### config.mk
export PLATFORM = sky130hd
export DESIGN_NAME = sram_seq_ctrl
export DESIGN_NICKNAME = d
export VERILOG_FILES = /design/src/rtl/sram_seq_pkg.sv /design/src/rtl/sram_phase_timer.sv /design/src/rtl/sram_byte_lane.sv /design/src/rtl/sram_seq_ctrl.sv
export SDC_FILE = /design/constraint.sdc
export NUM_CORES = 1
export LEC_CHECK = 0
export CORE_MARGIN = 3
export CORE_UTILIZATION = 42
export CTS_CLUSTER_SIZE = 8
export DETAILED_ROUTE_END_ITERATION = 6
export PLACE_DENSITY = 0.78
export SETUP_SLACK_MARGIN = 0.05
export SLEW_MARGIN = 20
export SYNTH_ARGS = -nofsm -noshare
export SYNTH_HDL_FRONTEND = slang
export SYNTH_SLANG_ARGS = --single-unit
### constraint.sdc
create_clock -name clk -period 2.8 [get_ports clk]
set_input_delay 0.42 -clock clk [delete_from_list [all_inputs] [get_ports clk]]
set_output_delay 0.42 -clock clk [all_outputs]
set_load 0.02 [all_outputs]
### src/rtl/sram_seq_pkg.sv
package sram_seq_pkg;

    typedef enum logic [2:0] {
        ST_IDLE = 3'd0,
        ST_WSET = 3'd1,
        ST_WPUL = 3'd2,
        ST_TURN = 3'd3,
        ST_RACC = 3'd4,
        ST_DONE = 3'd5
    } sram_st_e;

    typedef struct packed {
        logic ce_n;
        logic we_n;
        logic oe_n;
        logic act;
        logic wphase;
    } strobe_t;

    function automatic int cycles_for(input int t_ps, input int clk_ps);
        int c;
        c = (t_ps + clk_ps - 1) / clk_ps;
        if (c < 1) c = 1;
        return c;
    endfunction

    function automatic int imax(input int a, input int b);
        return (a > b) ? a : b;
    endfunction

    function automatic strobe_t decode(input sram_st_e s);
        strobe_t r;
        case (s)
            ST_WSET: r = '{ce_n: 1'b0, we_n: 1'b1, oe_n: 1'b1, act: 1'b1, wphase: 1'b1};
            ST_WPUL: r = '{ce_n: 1'b0, we_n: 1'b0, oe_n: 1'b1, act: 1'b1, wphase: 1'b1};
            ST_RACC: r = '{ce_n: 1'b0, we_n: 1'b1, oe_n: 1'b0, act: 1'b1, wphase: 1'b0};
            default: r = '{ce_n: 1'b1, we_n: 1'b1, oe_n: 1'b1, act: 1'b0, wphase: 1'b0};
        endcase
        return r;
    endfunction

endpackage

### src/rtl/sram_phase_timer.sv
module sram_phase_timer #(
    parameter int TW = 8
) (
    input  logic          clk,
    input  logic          rst,
    input  logic          load,
    input  logic [TW-1:0] load_val,
    output logic          last
);

    logic [TW-1:0] cnt_q;

    always_ff @(posedge clk) begin
        if (rst) begin
            cnt_q <= '0;
        end else if (load) begin
            cnt_q <= load_val - 1'b1;
        end else if (cnt_q != '0) begin
            cnt_q <= cnt_q - 1'b1;
        end
    end

    assign last = (cnt_q == '0);

    // every timed phase lasts at least one cycle
    a_r1_load_nonzero: assert property (@(posedge clk) disable iff (rst)
        load |-> (load_val != '0));

endmodule

### src/rtl/sram_byte_lane.sv
module sram_byte_lane (
    input  logic       clk,
    input  logic       rst,
    input  logic       load,
    input  logic       sel_in,
    input  logic [7:0] wbyte_in,
    input  logic       act,
    input  logic       wphase,
    input  logic       cap,
    input  logic [7:0] din,
    output logic       be_n,
    output logic       doe,
    output logic [7:0] dout,
    output logic [7:0] rbyte
);

    logic       sel_q;
    logic [7:0] w_q;
    logic [7:0] r_q;

    always_ff @(posedge clk) begin
        if (rst) begin
            sel_q <= 1'b0;
            w_q   <= '0;
            r_q   <= '0;
        end else begin
            if (load) begin
                sel_q <= sel_in;
                w_q   <= wbyte_in;
            end
            if (cap) begin
                r_q <= sel_q ? din : 8'h00;
            end
        end
    end

    assign be_n  = !(act && sel_q);
    assign doe   = wphase && sel_q;
    assign dout  = w_q;
    assign rbyte = r_q;

    // an unselected byte returns zero
    a_r4_unselected_zero: assert property (@(posedge clk) disable iff (rst)
        (cap && !sel_q) |=> (rbyte == 8'h00));

    // a selected byte returns the bus value sampled at the end of access
    a_r3_selected_capture: assert property (@(posedge clk) disable iff (rst)
        (cap && sel_q) |=> (rbyte == $past(din)));

endmodule

### src/rtl/sram_seq_ctrl.sv
module sram_seq_ctrl
    import sram_seq_pkg::*;
#(
    parameter int AW       = 18,
    parameter int DW       = 16,
    parameter int CLK_PS   = 4000,
    parameter int T_RC_PS  = 10000,
    parameter int T_AA_PS  = 10000,
    parameter int T_WC_PS  = 10000,
    parameter int T_WP_PS  = 8000,
    parameter int T_DS_PS  = 5000,
    parameter int T_AS_PS  = 0,
    parameter int TW       = 8
) (
    input  logic            clk,
    input  logic            rst,
    input  logic            req,
    input  logic            wr,
    input  logic [AW-1:0]   addr,
    input  logic [DW-1:0]   wdata,
    input  logic [DW/8-1:0] bsel,
    output logic            ready,
    output logic [DW-1:0]   rdata,
    output logic [AW-1:0]   sram_addr,
    output logic            sram_ce_n,
    output logic            sram_we_n,
    output logic            sram_oe_n,
    output logic [DW/8-1:0] sram_be_n,
    output logic [DW-1:0]   dq_out,
    output logic [DW/8-1:0] dq_oe,
    input  logic [DW-1:0]   dq_in
);

    localparam int NB      = DW / 8;
    localparam int SET_CYC = cycles_for(T_AS_PS, CLK_PS);
    localparam int WP_CYC  = imax(imax(cycles_for(T_WP_PS, CLK_PS), cycles_for(T_DS_PS, CLK_PS)),
                                  imax(cycles_for(T_WC_PS, CLK_PS) - SET_CYC, 1));
    localparam int RD_CYC  = imax(cycles_for(T_AA_PS, CLK_PS), cycles_for(T_RC_PS, CLK_PS));
    localparam logic [TW-1:0] SET_V = TW'(SET_CYC);
    localparam logic [TW-1:0] WP_V  = TW'(WP_CYC);
    localparam logic [TW-1:0] RD_V  = TW'(RD_CYC);

    sram_st_e      st_q, st_d;
    strobe_t       stb;
    logic          tload;
    logic [TW-1:0] tval;
    logic          tlast;
    logic          accept;
    logic          cap;
    logic [AW-1:0] addr_q;
    logic          wr_q;
    logic          last_wr_q;

    always_comb begin
        st_d  = st_q;
        tload = 1'b0;
        tval  = '0;
        case (st_q)
            ST_IDLE: begin
                if (req) begin
                    if (wr) begin
                        st_d  = ST_WSET;
                        tload = 1'b1;
                        tval  = SET_V;
                    end else if (last_wr_q) begin
                        st_d  = ST_TURN;
                    end else begin
                        st_d  = ST_RACC;
                        tload = 1'b1;
                        tval  = RD_V;
                    end
                end
            end
            ST_WSET: begin
                if (tlast) begin
                    st_d  = ST_WPUL;
                    tload = 1'b1;
                    tval  = WP_V;
                end
            end
            ST_WPUL: begin
                if (tlast) st_d = ST_DONE;
            end
            ST_TURN: begin
                st_d  = ST_RACC;
                tload = 1'b1;
                tval  = RD_V;
            end
            ST_RACC: begin
                if (tlast) st_d = ST_DONE;
            end
            ST_DONE: st_d = ST_IDLE;
            default: st_d = ST_IDLE;
        endcase
    end

    assign accept = (st_q == ST_IDLE) && req;
    assign cap    = (st_q == ST_RACC) && tlast;

    always_ff @(posedge clk) begin
        if (rst) begin
            st_q      <= ST_IDLE;
            addr_q    <= '0;
            wr_q      <= 1'b0;
            last_wr_q <= 1'b0;
        end else begin
            st_q <= st_d;
            if (accept) begin
                addr_q <= addr;
                wr_q   <= wr;
            end
            if (st_q == ST_DONE) begin
                last_wr_q <= wr_q;
            end else if ((st_q == ST_IDLE && !req) || st_q == ST_TURN) begin
                last_wr_q <= 1'b0;
            end
        end
    end

    sram_phase_timer #(.TW(TW)) u_timer (
        .clk      (clk),
        .rst      (rst),
        .load     (tload),
        .load_val (tval),
        .last     (tlast)
    );

    assign stb = decode(st_q);

    for (genvar g = 0; g < NB; g++) begin : g_lane
        sram_byte_lane u_lane (
            .clk      (clk),
            .rst      (rst),
            .load     (accept),
            .sel_in   (bsel[g]),
            .wbyte_in (wdata[8*g +: 8]),
            .act      (stb.act),
            .wphase   (stb.wphase),
            .cap      (cap),
            .din      (dq_in[8*g +: 8]),
            .be_n     (sram_be_n[g]),
            .doe      (dq_oe[g]),
            .dout     (dq_out[8*g +: 8]),
            .rbyte    (rdata[8*g +: 8])
        );
    end

    assign sram_addr = addr_q;
    assign sram_ce_n = stb.ce_n;
    assign sram_we_n = stb.we_n;
    assign sram_oe_n = stb.oe_n;
    assign ready     = (st_q == ST_DONE);

    // checker state: length of the current write-enable low run
    logic [7:0] we_lo_cnt;
    always_ff @(posedge clk) begin
        if (rst)             we_lo_cnt <= '0;
        else if (!sram_we_n) we_lo_cnt <= (we_lo_cnt == 8'hFF) ? we_lo_cnt : we_lo_cnt + 8'd1;
        else                 we_lo_cnt <= '0;
    end

    // output enable stays high and the chip is selected while writing
    a_r1_oe_high_in_write: assert property (@(posedge clk) disable iff (rst)
        !sram_we_n |-> (sram_oe_n && !sram_ce_n));

    // the write pulse reaches its minimum length
    a_r1_pulse_len: assert property (@(posedge clk) disable iff (rst)
        $rose(sram_we_n) |-> (we_lo_cnt >= 8'(WP_CYC)));

    // no driver while the memory may be driving
    a_r5_no_drive_oe_low: assert property (@(posedge clk) disable iff (rst)
        (|dq_oe) |-> sram_oe_n);

    // drivers come on only after output enable has been high a cycle
    a_r5_drive_after_oe_high: assert property (@(posedge clk) disable iff (rst)
        $rose(|dq_oe) |-> $past(sram_oe_n));

    // drivers are released as write enable rises
    a_r5_release_on_we_rise: assert property (@(posedge clk) disable iff (rst)
        $rose(sram_we_n) |-> (dq_oe == '0));

    // output enable only falls out of a cycle with the chip deselected
    a_r6_oe_fall_from_inactive: assert property (@(posedge clk) disable iff (rst)
        $fell(sram_oe_n) |-> $past(sram_ce_n));

    // idle means standby with no lane enabled
    a_r7_idle_standby: assert property (@(posedge clk) disable iff (rst)
        (st_q == ST_IDLE) |-> (sram_ce_n && (&sram_be_n) && dq_oe == '0));

    // ready is a single-cycle pulse
    a_r8_ready_single: assert property (@(posedge clk) disable iff (rst)
        ready |=> !ready);

endmodule

==> reports/qor.txt, run 1 <==
Chip Width: 86.1 um
Ports: 114
Worst EP required: 2380 ps
Total core area: 6060 um^2
Netlist cell types: 42
FP Rows: 28
TritonRoute pass-1 iters: 4
Met2 Resource Use GR: 32.9%
CTS root buffer: clkbuf_8
Number of synthesized flops with an enable pin: 0
Die ar.: 7420 um^2
Cells after synthesis: 340
Drt wl/cell: 13.6 um
Placer Congestion: 0.870
WL final: 7120 um
Yosys top cell area share: 48.3%
Async S/R FF share, synth: 0%
Max Fanout on Critical Path: 14
Pwr/cell area: 826 nW/um^2
Netlist Area Pre-Place: 2700 um^2
Reg2reg path depth: 8
TritonCTS buffer count: 9
Largest net degree at the start of global routing: 40
Critical path class: flop to primary output
Hold path cells: 2
Met1 GRT Util: 22.8%
Maximum clock rate: 0.404 GHz
Layout area overhead: 50.6%
Final ANT Viol Nets: 0
Busiest grt layer: met2
Setup TNS Final: 0 ps
Fin area: 4060 um^2
FF+latch count, synth: 65
Post-synth top area cell: dfxtp_1
VDD IR-drop max: 0.000464 V
Pleak: 1.45 nW
Routing usage on met3: 6.72%
Hold Vio Cnt, Final: 0
Max-slew violations: 0
Vias: 2703
Vias in the first global route: 2598
# clock sinks: 65
Top cells by area, synth: dfxtp_1 48%, nand2_1 13%, a21oi_1 12%, nand3_1 3.0%, clkbuf_1 1.9%
Iter 0 DRT Violations: 109
Min Clock Period, post-route: 2470 ps
Cts hold-fix bufs: 0
Clock skew: 7.16 ps
Final setup viols: 0
Diode count: 0
Layout cells sized above 1: 7.78%
Most frequent cell after synthesis: nand2_1
Nets: 502
Die Y: 86.1 um
Register area share after synthesis: 48.3%
Htree depth: 3
CTS tree: yes
Clock slew at reported path FFs: 70 ps
Maxcap violations: 0
Top_reg_cell synth: dfxtp_1
Outcome: complete, no violations
Number of remaining DRC errors: 0
GRT overflow: 0
Min-delay worst type: flop to flop
Setup repair after global routing missed its margin: false
Syn Area/Cell: 7.93 um^2
Antenna violations before repair: 0
Routed vias/inst: 5.15
Place WS: 12.8 ps
Starting Density: 44.5%
Relative slew slack: 53.2%
First-pass GRT wire length: 11700 um
Longest Clk Path Bufs: 2
Final critical-path share of the clock period: 88.3%
Yosys warning count: 0
Total track usage: 19.7%
CP Capture Type: primary output
DP Wirelength: 4920 um
Worst setup margin: 326 ps
Critical path arrival: 2050 ps
Synthesized Nets: 397
Worst slew pin tran: 703 ps
Port buffer count: 113
Clock latency on the worst-skew pair: 330 ps
Placed cell areas: 3840 um^2
Startpoint class of the critical path: flop
Top post-synthesis cells by count: 95 x nand2_1, 65 x dfxtp_1, 62 x a21oi_1
critical path: stages (launching register included):
cell and delay [ps]:
dfxtp_1 560, nor2b_1 290, o31a_1 230, nand2_1 80, clkdlybuf4s50_1 560
placed cells by master (no fill, tap or decap), types with 5 or more instances in the layout:
cell,count
nand3_1,16
nor2_1,10
nand2_1,95
dfxtp_1,64
clkdlybuf4s50_1,112
clkbuf_8,9
a21oi_1,62
inv_1,5
nor2b_1,6
buf_4,7
where the power goes:
part	total (W)	leakage [nW]	internal, W	switching [W]
sequential	0.00121	0.531	0.00107	0.000141
clock	0.000857	0.106	0.000497	0.000360
combinational	0.00129	0.811	0.000575	0.000715
total	0.00335	1.45	0.00214	0.00122
per-layer routing:
layer	routed length, um	part of all wire, %
met2	3470	49
met4	127	1.8
met3	579	8.1
met1	2950	41
met5	0	0
through the flow:
step	util [%]	hold WS, ps	total power, W	instances
2_1_floorplan	-	436	0.00204	340
3_5_place_dp	63.4	442	0.00251	509
6_report	67.0	451	0.00335	525
4_1_cts	66.9	452	0.00337	525
3_3_place_gp	63.4	437	0.00249	509
5_1_grt	67.0	474	0.00357	525
worst paths after layout:
path                              from                   endpoint  slack (ps)
max                            st_q[1]               sram_be_n[0]         330
min          g_lane[1].u_lane.rbyte[5]  g_lane[1].u_lane.rbyte[5]         450
max reg2reg                    st_q[0]           u_timer.cnt_q[4]         490
min reg2reg  g_lane[1].u_lane.rbyte[5]  g_lane[1].u_lane.rbyte[5]         450
area by class of cell:
class                      instances  area (um^2)
tap                               75         93.8
clock inverter                     6         82.6
clock buffer                      10          128
timing repair buffer             120         1180
sequential                        65         1300
multi-input combinational        244         1260
fill                             505         2000
inverter                           5         18.8
registers in the layout, indices dropped and copies added (netlist names):
name and count:
wr_q 1, st_q 3, g_lane.u_lane.dout 16, g_lane.u_lane.rbyte 16, last_wr_q 1, sram_addr 18, u_timer.cnt_q 8, g_lane.u_lane.sel_q 2
cells by family (layout without fill, tap and decap cells):
| group | Yosys count | in the layout | synth area share [%] |
|---|---|---|---|
| flip-flops | 65 | 65 | 48.3 |
| XOR/XNOR | 2 | 2 | 0.650 |
| AO/OA/AOI/OAI | 85 | 85 | 18.4 |
| AND/OR/NAND/NOR | 155 | 155 | 26.5 |
| adder cells (fa/ha/maj) | 1 | 1 | 0.464 |
| multiplexers | 1 | 1 | 0.371 |
| buffers and inverters | 31 | 141 | 5.38 |
repair_timing:
| item | in CTS | in global routing |
|---|---|---|
| buffers inserted | 0 | 0 |
| gates resized for setup | 0 | 2 |
| setup endpoints to repair | 0 | 2 |
Note: power is estimated with default switching activity, not from simulation.
==> inputs of run 2 (changes only) <==
Settings changed: CORE_ASPECT_RATIO set to 0.75.
==> run 2 against run 1 <==
Against the previous run:
- via count decreased by 0.22%
- first-iteration DRC count increased by 44%
- flip-flop and latch count unchanged
- global-route usage increased by 0.081 points
- critical path depth unchanged
- fmax decreased by 5.8%
- clock skew decreased by 1.3 ps
- clock power decreased by 7.1%
- register-to-register slack got worse by 20 ps
- cell count increased by 0.76%
- combinational power about the same
- power decreased by 1.1%
- critical path type unchanged
==> reports/qor.txt, run 2 (synthesized netlist as in run 1, its figures left out) <==
Total track usage: 19.8% (+0.081 points)
Maxcap violations: 0 (unchanged)
Min-delay worst type: flop to flop
Pwr/cell area: 816 nW/um^2 (-1.2%)
CTS tree: yes
Min Clock Period, post-route: 2620 ps (+151 ps)
Max-slew violations: 0 (unchanged)
Most frequent cells in the layout: 112 x clkdlybuf4s50_1, 95 x nand2_1, 65 x dfxtp_1
Number of remaining DRC errors: 0 (unchanged)
First-pass GRT wire length: 11900 um (+1.1%)
Routed vias/inst: 5.10 (-0.98%)
Max FFs per register: 18 (unchanged)
Hold Vio Cnt, Final: 0 (unchanged)
# clock sinks: 65 (unchanged)
Drt wl/cell: 14.2 um (+4.5%)
Final ANT Viol Nets: 0 (unchanged)
Htree depth: 3 (unchanged)
Placer Congestion: 0.833 (-4.3%)
Critical path class: flop to primary output
Clock skew: 5.87 ps (-1.29 ps)
Die ar.: 7430 um^2 (+0.13%)
Clock slew at reported path FFs: 60 ps (about the same)
TritonCTS buffer count: 9 (unchanged)
CTS root buffer: clkbuf_8
Ports: 114 (unchanged)
Outcome: complete, no violations
Layout cells sized above 1: 7.76% (-0.017 points)
FP Rows: 24 (-14%)
Worst EP required: 2380 ps (about the same)
CP Capture Type: primary output
Final critical-path share of the clock period: 93.7% (+5.4 points)
Antenna violations before repair: 0 (unchanged)
Fin util: 67.7% (+0.66 points)
VDD IR-drop max: 0.000401 V (-14%)
Setup repair after global routing missed its margin: false
Max Fanout on Critical Path: 15 (+1)
Maximum clock rate: 0.381 GHz (-5.8%)
Setup TNS Final: 0 ps (unchanged)
Total core area: 6010 um^2 (-0.91%)
WL final: 7500 um (+5.3%)
Pleak: 1.45 nW (+0.42%)
Startpoint class of the critical path: flop
Layout area overhead: 50.7% (about the same)
Worst slew pin tran: 785 ps (+82.7 ps)
Clock latency on the worst-skew pair: 330 ps (about the same)
Chip Width: 98.5 um (+14%)
Largest net degree at the start of global routing: 45 (+13%)
Vias: 2697 (-0.22%)
Longest Clk Path Bufs: 2 (unchanged)
Port buffer count: 113 (unchanged)
TritonRoute pass-1 iters: 4 (unchanged)
Critical path arrival: 2200 ps (+150 ps)
Setup Fix Bufs, Post-CTS: 0 (unchanged)
Die Y: 75.4 um (-12%)
Final setup viols: 0 (unchanged)
Vias in the first global route: 2495 (-4.0%)
Relative slew slack: 47.6% (-5.5 points)
Starting Density: 44.9% (+0.41 points)
Iter 0 DRT Violations: 157 (+44%)
Diode count: 0 (unchanged)
DP Wirelength: 5320 um (+8.0%)
Most common cell after layout, fill and taps aside: clkdlybuf4s50_1
Nets: 504 (+0.40%)
Final-layout fill cell count: 505 (unchanged)
GRT overflow: 0 (unchanged)
==> run 2: cell types whose count changed in the layout (fill, tap and decap cells not counted), sizes merged <==
| cell | previous run | this run |
|---|---|---|
| buf | 8 | 10 |
| clkbuf | 10 | 12 |
| bufinv | 2 | 1 |
| clkinv | 3 | 2 |
| clkinvlp | 1 | 0 |
==> run 2: timing repair <==
| item | in CTS | in global routing |
|---|---|---|
| setup endpoints to repair | 0 | 2 |
| hold buffers | 0 | 0 |
| gates resized for setup | 0 | 1 |
==> run 2: power by group <==
part	switching, W	leakage, nW	internal, W
registers	0.000145	0.531	0.00107
clock network	0.000343	0.102	0.000453
logic	0.000727	0.822	0.000583
==> run 2: worst paths after layout <==
check	start	endpoint	slack, ps	cells after the start
worst min-delay path	g_lane[0].u_lane.rbyte[6]	g_lane[0].u_lane.rbyte[6]	450	2
worst max-delay path	st_q[2]	sram_be_n[1]	180	4
worst max register to register	st_q[0]	u_timer.cnt_q[6]	470	9
worst min register to register	g_lane[0].u_lane.rbyte[6]	g_lane[0].u_lane.rbyte[6]	450	2
==> run 2: area by class of cell <==
cell class              count  area, um^2  area share (%)
well taps                  78        97.6            2.40
inverters                   5        18.8           0.462
clock inverters             3        40.0           0.985
clock buffers              12         155            3.82
repair buffers            122        1190            29.4
flip-flops and latches     65        1300            32.0
multi-input cells         244        1260            30.9
==> run 2: through the flow <==
stage               setup slack (ps)  power, W  hold slack (ps)  std cells  instance area, um^2
floorplan                        624   0.00204              436        340                 2700
global placement                 154   0.00250              437        514                 3860
detailed placement              59.1   0.00253              445        514                 3860
CTS                              193   0.00334              454        529                 4060
global route                    37.7   0.00352              470        529                 4060
finish                           175   0.00332              449        529                 4060
==> run 2: worst max-delay path, stage by stage (launching register included) <==
cell	delay [ps]
dfxtp_1	670
nor2b_1	170
o31a_1	360
nand2_1	80
clkdlybuf4s50_1	600
==> run 2: routing by layer <==
metal | global-route usage, % | part of all wire [%] | vias to the layer above
met1 | 23.9 | 43 | 1222
met3 | 7.96 | 9.8 | 11
met5 | 0 | 0 | -
met4 | 7.58 | 1.4 | 0
li1 | - | - | 1366
met2 | 32.5 | 46 | 98
==> inputs of run 3 (changes only) <==
Settings changed: CORE_MARGIN 3 to 4.
==> run 3 against run 2 <==
Against the previous run:
- global-route usage down 0.88 points
- core utilization down 0.21 points
- power about the same
- critical path depth unchanged
- setup slack better by 9.1 ps
- sequential share of layout area up 0.099 points
- count of clock-buffer cells in the layout unchanged
- non-clock buffer count down 1
- final area down 0.31%
- flip-flop and latch count unchanged
- via count up 1.8%
==> reports/qor.txt, run 3 (synthesized netlist as in run 1, its figures left out) <==
Outcome: complete, no violations
Routed vias/inst: 5.20 (+2.0%)
Placer Congestion: 0.805 (-3.4%)
# clock sinks: 65 (unchanged)
Setup Fix Bufs, Post-CTS: 0 (unchanged)
Max FFs per register: 18 (unchanged)
First-pass GRT wire length: 11900 um (+0.64%)
Iter 0 DRT Violations: 124 (-21%)
Die Y: 77.4 um (+2.7%)
Ports: 114 (unchanged)
Min Hold Slack: 452 ps (+3.12 ps)
Fin area: 4050 um^2 (-0.31%)
Maxcap violations: 0 (unchanged)
Critical path arrival: 2200 ps (about the same)
Relative slew slack: 52.5% (+4.8 points)
Hold Vio Cnt, Final: 0 (unchanged)
Number of remaining DRC errors: 0 (unchanged)
R2R setup slack: 490 ps (+20 ps)
Placed cell areas: 3860 um^2 (-0.19%)
Max-slew violations: 0 (unchanged)
Starting Density: 44.9% (unchanged)
Max Fanout on Critical Path: 15 (unchanged)
Critical path depth: 4 (unchanged)
Total track usage: 19.0% (-0.88 points)
Pwr/cell area: 819 nW/um^2 (+0.31%)
FP Rows: 24 (unchanged)
Maximum clock rate: 0.382 GHz (+0.35%)
Worst EP required: 2380 ps (about the same)
Final ANT Viol Nets: 0 (unchanged)
Min-delay worst type: flop to flop
Pleak: 1.45 nW (-0.62%)
DP Wirelength: 5370 um (+0.88%)
Clock latency on the worst-skew pair: 330 ps (about the same)
Reg-to-Reg Start: st_q[0]
Crit path to: sram_be_n[0]
Htree depth: 3 (unchanged)
Final setup viols: 0 (unchanged)
Slowest library cell on the worst path: dfxtp_1
Vias in the first global route: 2565 (+2.8%)
Startpoint class of the critical path: flop
CP Capture Type: primary output
Crit path buffers/inverters: 1 (unchanged)
Port buffer count: 113 (unchanged)
Drt wl/cell: 14.3 um (+1.1%)
Setup repair after global routing missed its margin: false
Min Clock Period, post-route: 2620 ps (-9.10 ps)
CTS root buffer: clkbuf_8
Largest net degree at the start of global routing: 39 (-13%)
Most frequent cells in the layout: 112 x clkdlybuf4s50_1, 95 x nand2_1, 65 x dfxtp_1
Family with the most delay on the worst path: flip-flops
Setup TNS Final: 0 ps (unchanged)
Cts hold-fix bufs: 0 (unchanged)
Worst R2R End: u_timer.cnt_q[6]
TritonCTS buffer count: 9 (unchanged)
CP max stage delay: 670 ps (about the same)
Diode count: 0 (unchanged)
Chip Width: 101 um (+2.0%)
Total core area: 6010 um^2 (unchanged)
Worst slew pin tran: 713 ps (-72.2 ps)
Vias: 2745 (+1.8%)
Clock skew: 5.24 ps (-0.630 ps)
Fin util: 67.5% (-0.21 points)
Clock slew at reported path FFs: 70 ps (about the same)
Layout cells sized above 1: 7.33% (-0.43 points)
Longest Clk Path Bufs: 2 (unchanged)
TritonRoute pass-1 iters: 5 (+1)
Cts repair resizes: 0 (unchanged)
Critical path class: flop to primary output
Nets: 503 (-0.20%)
Layout area overhead: 50.3%
Worst setup path startpoint: st_q[2]
CP cell instances: nor2b_1 > o31a_1 > nand2_1 > clkdlybuf4s50_1
Antenna violations before repair: 0 (unchanged)
CTS tree: yes
Final-layout fill cell count: 536 (+6.1%)
Reg2reg path depth: 9 (unchanged)
VDD IR-drop max: 0.000414 V (+3.3%)
Most common cell after layout, fill and taps aside: clkdlybuf4s50_1
GRT overflow: 0 (unchanged)
Final critical-path share of the clock period: 93.4% (-0.33 points)
Die ar.: 7780 um^2 (+4.7%)
WL final: 7570 um (+0.89%)
[run 3: cell types whose count changed in the layout (fill, tap and decap cells not counted)]
| cell | previous run | this run |
|---|---|---|
| nor3b_1 | 0 | 1 |
| buf_4 | 9 | 8 |
| nor3b_2 | 1 | 0 |
[run 3: tightest hold or removal path: stages (launching register included)]
cell and delay [ps]:
dfxtp_1 310, nand2_1 50, a21oi_1 50
[run 3: final cells by class]
cell class	instances	area, um^2	share of cell area (%)
Clock buffer	12	155	3.83
Clock inverter	3	40.0	0.988
Inverter	5	18.8	0.463
Multi-Input combinational cell	244	1250	30.9
Sequential cell	65	1300	32.1
Tap cell	78	97.6	2.41
Timing Repair Buffer	121	1190	29.3
[run 3: metal layers]
metal  vias to the layer above  wire (um)  global-route usage [%]  part of all wire (%)
met5                         -          0                       0                     0
met4                         0         91                    6.46                   1.2
met3                         7        741                    8.24                   9.8
met2                        93       3380                    29.2                    45
met1                      1280       3360                    23.8                    44
li1                       1365          -                       -                     -
[run 3: stage by stage]
stage | total power [W] | worst slack (ps) | instances
3_3_place_gp | 0.00250 | 157 | 513
6_report | 0.00332 | 184 | 528
3_5_place_dp | 0.00253 | 52.1 | 513
2_1_floorplan | 0.00204 | 624 | 340
5_1_grt | 0.00352 | 68.9 | 528
4_1_cts | 0.00333 | 184 | 528
[run 3: worst min-delay path by stage]
stage / start / endpoint / slack, ps / cells after the start
after floorplan: wr_q / wr_q / 440 / 2
after global placement: g_lane[1].u_lane.rbyte[5] / g_lane[1].u_lane.rbyte[5] / 440 / 2
after detailed placement: g_lane[0].u_lane.rbyte[6] / g_lane[0].u_lane.rbyte[6] / 450 / 2
after CTS: g_lane[1].u_lane.rbyte[1] / g_lane[1].u_lane.rbyte[1] / 450 / 2
after global routing: g_lane[0].u_lane.rbyte[6] / g_lane[0].u_lane.rbyte[6] / 470 / 2
final: g_lane[0].u_lane.dout[5] / g_lane[0].u_lane.dout[5] / 450 / 2
[run 3: power by group]
group / internal (W) / leakage [nW] / switching (W)
Combinational: 0.000579 / 0.813 / 0.000727
Clock: 0.000452 / 0.102 / 0.000342
Sequential: 0.00107 / 0.531 / 0.000150
Total: 0.00210 / 1.45 / 0.00122
